$ cat src/rtl/devctl_pkg.sv
package devctl_pkg;
  localparam int FUNC_W = 4;
  localparam int DEVNUM_W = 6;
  localparam int ADDR_W = FUNC_W + DEVNUM_W;
  localparam int MODE_N = 4;

  typedef enum logic [1:0] {
    OP_NONE  = 2'b00,
    OP_SENSE = 2'b01,
    OP_INPUT = 2'b10,
    OP_OUTPUT = 2'b11
  } bus_op_e;

  typedef logic [FUNC_W-1:0] func_t;
endpackage

$ cat src/rtl/devctl_decode.sv
module devctl_decode
  import devctl_pkg::*;
#(
  parameter logic [DEVNUM_W-1:0] DEV_ID = 6'd13
) (
  input  logic [ADDR_W-1:0] addr,
  input  logic [1:0]        op,
  input  logic              ctl_pulse,
  input  logic              rr_pulse,
  input  logic              ot_strobe,
  output logic              hit,
  output func_t             func,
  output logic              ctl_hit,
  output logic              rr_hit,
  output logic              ot_hit,
  output logic              sense_sel,
  output logic              xfer_in_sel,
  output logic              xfer_out_sel
);
  bus_op_e op_e;

  always_comb begin
    op_e         = bus_op_e'(op);
    hit          = (addr[DEVNUM_W-1:0] == DEV_ID);
    func         = addr[ADDR_W-1:DEVNUM_W];
    ctl_hit      = hit && ctl_pulse;
    rr_hit       = hit && rr_pulse;
    ot_hit       = hit && ot_strobe;
    sense_sel    = hit && (op_e == OP_SENSE);
    xfer_in_sel  = hit && (op_e == OP_INPUT);
    xfer_out_sel = hit && (op_e == OP_OUTPUT);
  end
endmodule

$ cat src/rtl/devctl_flags.sv
module devctl_flags
  import devctl_pkg::*;
(
  input  logic              clk,
  input  logic              rst,
  input  logic              set_ev,
  input  logic              clr_ev,
  input  logic              ctl_hit,
  input  func_t             func,
  input  logic              mk_strobe,
  input  logic              mask_bit,
  output logic              rdy_q,
  output logic              mask_q,
  output logic [MODE_N-1:0] modes_q
);
  localparam int IDX_W = $clog2(MODE_N);

  always_ff @(posedge clk) begin
    if (rst) begin
      rdy_q <= 1'b0;
    end else if (set_ev) begin
      rdy_q <= 1'b1;
    end else if (clr_ev) begin
      rdy_q <= 1'b0;
    end
  end

  always_ff @(posedge clk) begin
    if (rst) begin
      mask_q <= 1'b0;
    end else if (mk_strobe) begin
      mask_q <= mask_bit;
    end
  end

  logic mode_wr;
  logic [IDX_W-1:0] mode_idx;
  assign mode_wr  = ctl_hit && !func[FUNC_W-1];
  assign mode_idx = func[IDX_W:1];

  for (genvar g = 0; g < MODE_N; g++) begin : g_mode
    always_ff @(posedge clk) begin
      if (rst) begin
        modes_q[g] <= 1'b0;
      end else if (mode_wr && (mode_idx == IDX_W'(g))) begin
        modes_q[g] <= func[0];
      end
    end
  end

  p_clear_wins_without_set_r5: assert property (@(posedge clk) disable iff (rst)
    (clr_ev && !set_ev) |=> !rdy_q);
  p_set_beats_clear_r11: assert property (@(posedge clk) disable iff (rst)
    (set_ev && clr_ev) |=> rdy_q);
  p_mask_load_r7: assert property (@(posedge clk) disable iff (rst)
    mk_strobe |=> (mask_q == $past(mask_bit)));
  p_high_codes_inert_r3: assert property (@(posedge clk) disable iff (rst)
    (ctl_hit && func[FUNC_W-1]) |=> $stable(modes_q));
  p_reset_clears_r12: assert property (@(posedge clk)
    rst |=> (!rdy_q && !mask_q && modes_q == '0));
endmodule

$ cat src/rtl/devctl_datapath.sv
module devctl_datapath #(
  parameter int DATA_W = 16
) (
  input  logic              clk,
  input  logic              rst,
  input  logic              rdy_q,
  input  logic              ot_hit,
  input  logic [DATA_W-1:0] wdata,
  input  logic              dev_in_valid,
  input  logic [DATA_W-1:0] dev_in_data,
  output logic              dev_in_ready,
  output logic              dev_out_valid,
  output logic [DATA_W-1:0] dev_out_data,
  input  logic              dev_out_ready,
  output logic [DATA_W-1:0] hold_q,
  output logic              in_take,
  output logic              out_done
);
  logic              pend_q;
  logic [DATA_W-1:0] obuf_q;
  logic              out_hs;

  assign dev_in_ready  = !rdy_q && !pend_q;
  assign in_take       = dev_in_valid && dev_in_ready;
  assign out_hs        = pend_q && dev_out_ready;
  assign out_done      = out_hs && !ot_hit;
  assign dev_out_valid = pend_q;
  assign dev_out_data  = obuf_q;

  always_ff @(posedge clk) begin
    if (rst) begin
      hold_q <= '0;
    end else if (in_take) begin
      hold_q <= dev_in_data;
    end
  end

  always_ff @(posedge clk) begin
    if (rst) begin
      pend_q <= 1'b0;
      obuf_q <= '0;
    end else if (ot_hit) begin
      pend_q <= 1'b1;
      obuf_q <= wdata;
    end else if (out_hs) begin
      pend_q <= 1'b0;
    end
  end

  p_strobe_loads_buffer_r6: assert property (@(posedge clk) disable iff (rst)
    ot_hit |=> (dev_out_valid && dev_out_data == $past(wdata)));
  p_out_hold_stable_r10: assert property (@(posedge clk) disable iff (rst)
    (dev_out_valid && !dev_out_ready && !ot_hit) |=> (dev_out_valid && $stable(dev_out_data)));
  p_in_take_loads_r9: assert property (@(posedge clk) disable iff (rst)
    in_take |=> (hold_q == $past(dev_in_data)));
endmodule

$ cat src/rtl/devctl_responder.sv
module devctl_responder
  import devctl_pkg::*;
#(
  parameter logic [DEVNUM_W-1:0] DEV_ID = 6'd13,
  parameter int DATA_W = 16,
  parameter int MASK_BIT = 5
) (
  input  logic              clk,
  input  logic              rst,
  input  logic [9:0]        bus_addr,
  input  logic [1:0]        bus_op,
  input  logic              ctl_pulse,
  input  logic              rr_pulse,
  input  logic              ot_strobe,
  input  logic              mk_strobe,
  input  logic [DATA_W-1:0] bus_wdata,
  output logic              bus_reply,
  output logic [DATA_W-1:0] bus_rdata,
  output logic              irq_req,
  input  logic              dev_in_valid,
  input  logic [DATA_W-1:0] dev_in_data,
  output logic              dev_in_ready,
  output logic              dev_out_valid,
  output logic [DATA_W-1:0] dev_out_data,
  input  logic              dev_out_ready,
  output logic [3:0]        mode_o
);
  logic hit, ctl_hit, rr_hit, ot_hit, sense_sel, in_sel, out_sel;
  func_t func;
  logic rdy_q, mask_q, in_take, out_done, cond;
  logic [MODE_N-1:0] modes_q;
  logic [DATA_W-1:0] hold_q;

  devctl_decode #(.DEV_ID(DEV_ID)) u_dec (
    .addr(bus_addr), .op(bus_op), .ctl_pulse(ctl_pulse), .rr_pulse(rr_pulse),
    .ot_strobe(ot_strobe), .hit(hit), .func(func), .ctl_hit(ctl_hit),
    .rr_hit(rr_hit), .ot_hit(ot_hit), .sense_sel(sense_sel),
    .xfer_in_sel(in_sel), .xfer_out_sel(out_sel)
  );

  devctl_flags u_flags (
    .clk(clk), .rst(rst), .set_ev(in_take || out_done), .clr_ev(rr_hit || ot_hit),
    .ctl_hit(ctl_hit), .func(func), .mk_strobe(mk_strobe),
    .mask_bit(bus_wdata[MASK_BIT]), .rdy_q(rdy_q), .mask_q(mask_q), .modes_q(modes_q)
  );

  devctl_datapath #(.DATA_W(DATA_W)) u_dp (
    .clk(clk), .rst(rst), .rdy_q(rdy_q), .ot_hit(ot_hit), .wdata(bus_wdata),
    .dev_in_valid(dev_in_valid), .dev_in_data(dev_in_data), .dev_in_ready(dev_in_ready),
    .dev_out_valid(dev_out_valid), .dev_out_data(dev_out_data),
    .dev_out_ready(dev_out_ready), .hold_q(hold_q), .in_take(in_take), .out_done(out_done)
  );

  always_comb begin
    case (func)
      4'd0:    cond = rdy_q;
      4'd1:    cond = !rdy_q;
      4'd2:    cond = modes_q[0];
      4'd3:    cond = mask_q;
      default: cond = 1'b0;
    endcase
  end

  assign bus_reply = (sense_sel && cond) || ((in_sel || out_sel) && rdy_q);
  assign bus_rdata = in_sel ? hold_q : '0;
  assign irq_req   = rdy_q && mask_q;
  assign mode_o    = modes_q;

  p_quiet_unaddressed_r2: assert property (@(posedge clk) disable iff (rst)
    !hit |-> (!bus_reply && bus_rdata == '0));
  p_irq_follows_flags_r8: assert property (@(posedge clk) disable iff (rst)
    $rose(irq_req) |-> (mask_q && rdy_q));
  p_in_sets_ready_r9: assert property (@(posedge clk) disable iff (rst)
    (dev_in_valid && dev_in_ready) |=> (irq_req == mask_q));
  p_ctl_no_reply_r3: assert property (@(posedge clk) disable iff (rst)
    (ctl_pulse && bus_op == 2'b00) |-> !bus_reply);
endmodule

$ cat config.mk
export PLATFORM = sky130hd
export DESIGN_NAME = devctl_responder
export DESIGN_NICKNAME = d
export VERILOG_FILES = /design/src/rtl/devctl_pkg.sv /design/src/rtl/devctl_decode.sv /design/src/rtl/devctl_flags.sv /design/src/rtl/devctl_datapath.sv /design/src/rtl/devctl_responder.sv
export SDC_FILE = /design/constraint.sdc
export NUM_CORES = 1
export LEC_CHECK = 0
export BUFFER_PORTS_ARGS = -buffer_cell sky130_fd_sc_hd__buf_2
export CAP_MARGIN = 5
export CORE_MARGIN = 5
export CORE_UTILIZATION = 30
export CTS_CLUSTER_DIAMETER = 50
export DETAILED_ROUTE_END_ITERATION = 10
export PLACE_DENSITY_LB_ADDON = 0.15
export REMOVE_ABC_BUFFERS = 1
export SETUP_SLACK_MARGIN = 0.02
export SLEW_MARGIN = 40
export SYNTH_ARGS = -nofsm -noshare
export SYNTH_HDL_FRONTEND = slang
export SYNTH_SLANG_ARGS = --single-unit
$ cat constraint.sdc
create_clock -name clk -period 3.3 [get_ports clk]
set_clock_uncertainty 0.15 [all_clocks]
set_input_delay 0.33 -clock clk [delete_from_list [all_inputs] [get_ports clk]]
set_output_delay 0.33 -clock clk [all_outputs]
set_load 0.05 [all_outputs]
==> reports/metrics.cfg <==
[detailed_routing]
ant_nets=0
drtIter0Drc=37
dr.pass1.iters=4
vias=1565
avgViaCountPerCell=4.35
wire_per_inst_um=11.9
finalWirelength_um=4290
drc=0

[timing]
fmax_ghz=0.437
fin_ws_ns=1.01
slew_headroom=0.503
tightest_slew_ns=0.745
finalSetupViolCount=0
slew_viol_final=0
tns_ns=0
fin_crit_sh=0.693
fin_crit_ns=2.29
final_hold_viol_count=0
rsz0062_at_grt=no

[outcome]
outcome=finished, final reports clean

[clock_network]
clkLatencyLatePin_ns=0.28
cts-root-buf=clkbuf_8
path_clk_slew_ns=0.07
numCtsBuffers=5
cts_tree=built
cts.repair.resized=0
h-tree-depth=2
clk_path_buf_depth=2
post_cts_buffers=0
cts_sinks=39
hold_buffers=0

[yosys]
netlist_instances=203
ys_types=21
synth_top_area_frac=0.484
syn_area_um2=1610
postSynthAreaPerCell_um2=7.95
yosys_register_bits=39
ys_seq_area_frac=0.484
synth_warnings=0
synthTopCellsByArea=dfxtp_1, nand2_1, a21oi_1
synth_area_leader_cell=dfxtp_1

[finish]
area_delta_synth_final_pct=35.6
num_antenna_cells=0
nNetsFinal=342
drive_gt1_frac=0.348
layout_common_cells=buf_2, nand2_1, dfxtp_1, a21oi_1, and2_1
fill_cells=577
layout_commonest_cell=buf_2

[power_and_ir_drop]
powerDensity_nw_per_um2=414
p_leak_nw=1.05
total_power_mw=0.906
ir_drop_mv=0.179

[global_routing]
grt_start_max_net_pins=41
grtUsageTotal=0.127
grt_pass1_wl_um=7290
grt_pass1_vias=1587
gr-total-overflow=0
grt_antenna_before_repair=0

[critical_path]
crit_type=in2out
cp.required_ns=2.82
critPathCaptureType=output port
cp_max_fo=16
arrival_ns=1.81
cp-start-kind=primary input

[floorplan]
core_area_um2=5170
die_x_um=83.4
boundaryPins=92
rows=26
die_h_um=83.4
dieArea_um2=6950
start_util=0.312

[placed_design]
port_buffers=91
gp_congestion=0.765
place_ws_ns=0.976
hpwl_um=3090

[job]
maxCapViolCount=0

[hold_path]
hold_path_class=in2reg

[worst max-delay path, cell delays in order]
cell	delay, ns
buf_2	0.09
and4b_1	0.31
nand2_2	0.11
nor3b_4	0.48
and2_1	0.22
buf_2	0.26
[cells in the mapped netlist]
| cell type | instances |
|---|---|
| nand2_1 | 69 |
| o211ai_1 | 2 |
| mux2_2 | 1 |
| nand3_1 | 2 |
| nand2b_1 | 7 |
| buf_4 | 3 |
| o21ai_0 | 1 |
| and3_1 | 1 |
| clkbuf_2 | 1 |
| nor4b_1 | 1 |
| and4b_1 | 2 |
| mux2i_1 | 5 |
| clkbuf_1 | 5 |
| a21oi_1 | 36 |
| nand2_2 | 1 |
| dfxtp_1 | 39 |
| buf_2 | 2 |
| and2_1 | 18 |
| nor2_1 | 4 |
| nor3b_4 | 1 |
| nand3b_1 | 2 |
[registers in the layout, indices dropped and copies added (netlist names)]
signal              cells
u_dp.dev_out_data      16
u_dp.dev_out_valid      1
u_dp.hold_q            16
u_flags.mask_q          1
u_flags.modes_q         4
u_flags.rdy_q           1
[logic make-up (layout without fill, tap and decap cells)]
kind of cell / count (synthesis) / in the layout / share of synthesized area
buffers and inverters: 11 / 98 / 0.0349
AND/OR/NAND/NOR: 108 / 108 / 0.319
multiplexers: 6 / 6 / 0.0380
flip-flops: 39 / 39 / 0.484
AO/OA/AOI/OAI: 39 / 39 / 0.124
[power breakdown]
part,switching (mW),internal [mW],leakage (nW)
clock network,0.158,0.164,0.0470
logic,0.0519,0.0390,0.681
registers,0.00740,0.485,0.317
total,0.218,0.688,1.05
[per-layer routing]
| metal | up-vias | part of all wire | global-route usage |
|---|---|---|---|
| met4 | 0 | 0.012 | 0.0357 |
| met3 | 6 | 0.12 | 0.0693 |
| met5 | - | 0 | 0 |
| met1 | 662 | 0.47 | 0.153 |
| met2 | 66 | 0.41 | 0.195 |
| li1 | 831 | - | - |
[area by class of cell]
cell class / count / area, um2 / area share
repair buffers: 91 / 455 / 0.208
multi-input cells: 153 / 777 / 0.355
well taps: 70 / 87.6 / 0.0400
clock inverters: 1 / 5.00 / 0.00229
clock buffers: 6 / 82.6 / 0.0377
flip-flops and latches: 39 / 781 / 0.357
[stage by stage]
| step | std cells | area, um2 | hold slack [ns] | utilization |
|---|---|---|---|---|
| after floorplan | 192 | 1560 | 0.249 | - |
| final | 360 | 2190 | 0.124 | 0.423 |
| after CTS | 360 | 2190 | 0.105 | 0.423 |
| after detailed placement | 353 | 2100 | 0.293 | 0.406 |
| after global placement | 353 | 2100 | 0.289 | 0.406 |
| after global routing | 360 | 2190 | 0.112 | 0.423 |
[worst paths after layout]
path | cells past startpoint | slack, ns | startpoint | to
worst max-delay path | 6 | 1.01 | bus_addr[1] | bus_rdata[9]
worst min-delay path | 3 | 0.12 | bus_wdata[2] | u_dp.dev_out_data[2]
worst max register to register | 4 | 1.79 | u_flags.rdy_q | u_dp.hold_q[11]
worst min register to register | 2 | 0.30 | u_dp.dev_out_data[14] | u_dp.dev_out_data[14]
Power figures use the tool's default switching activity.
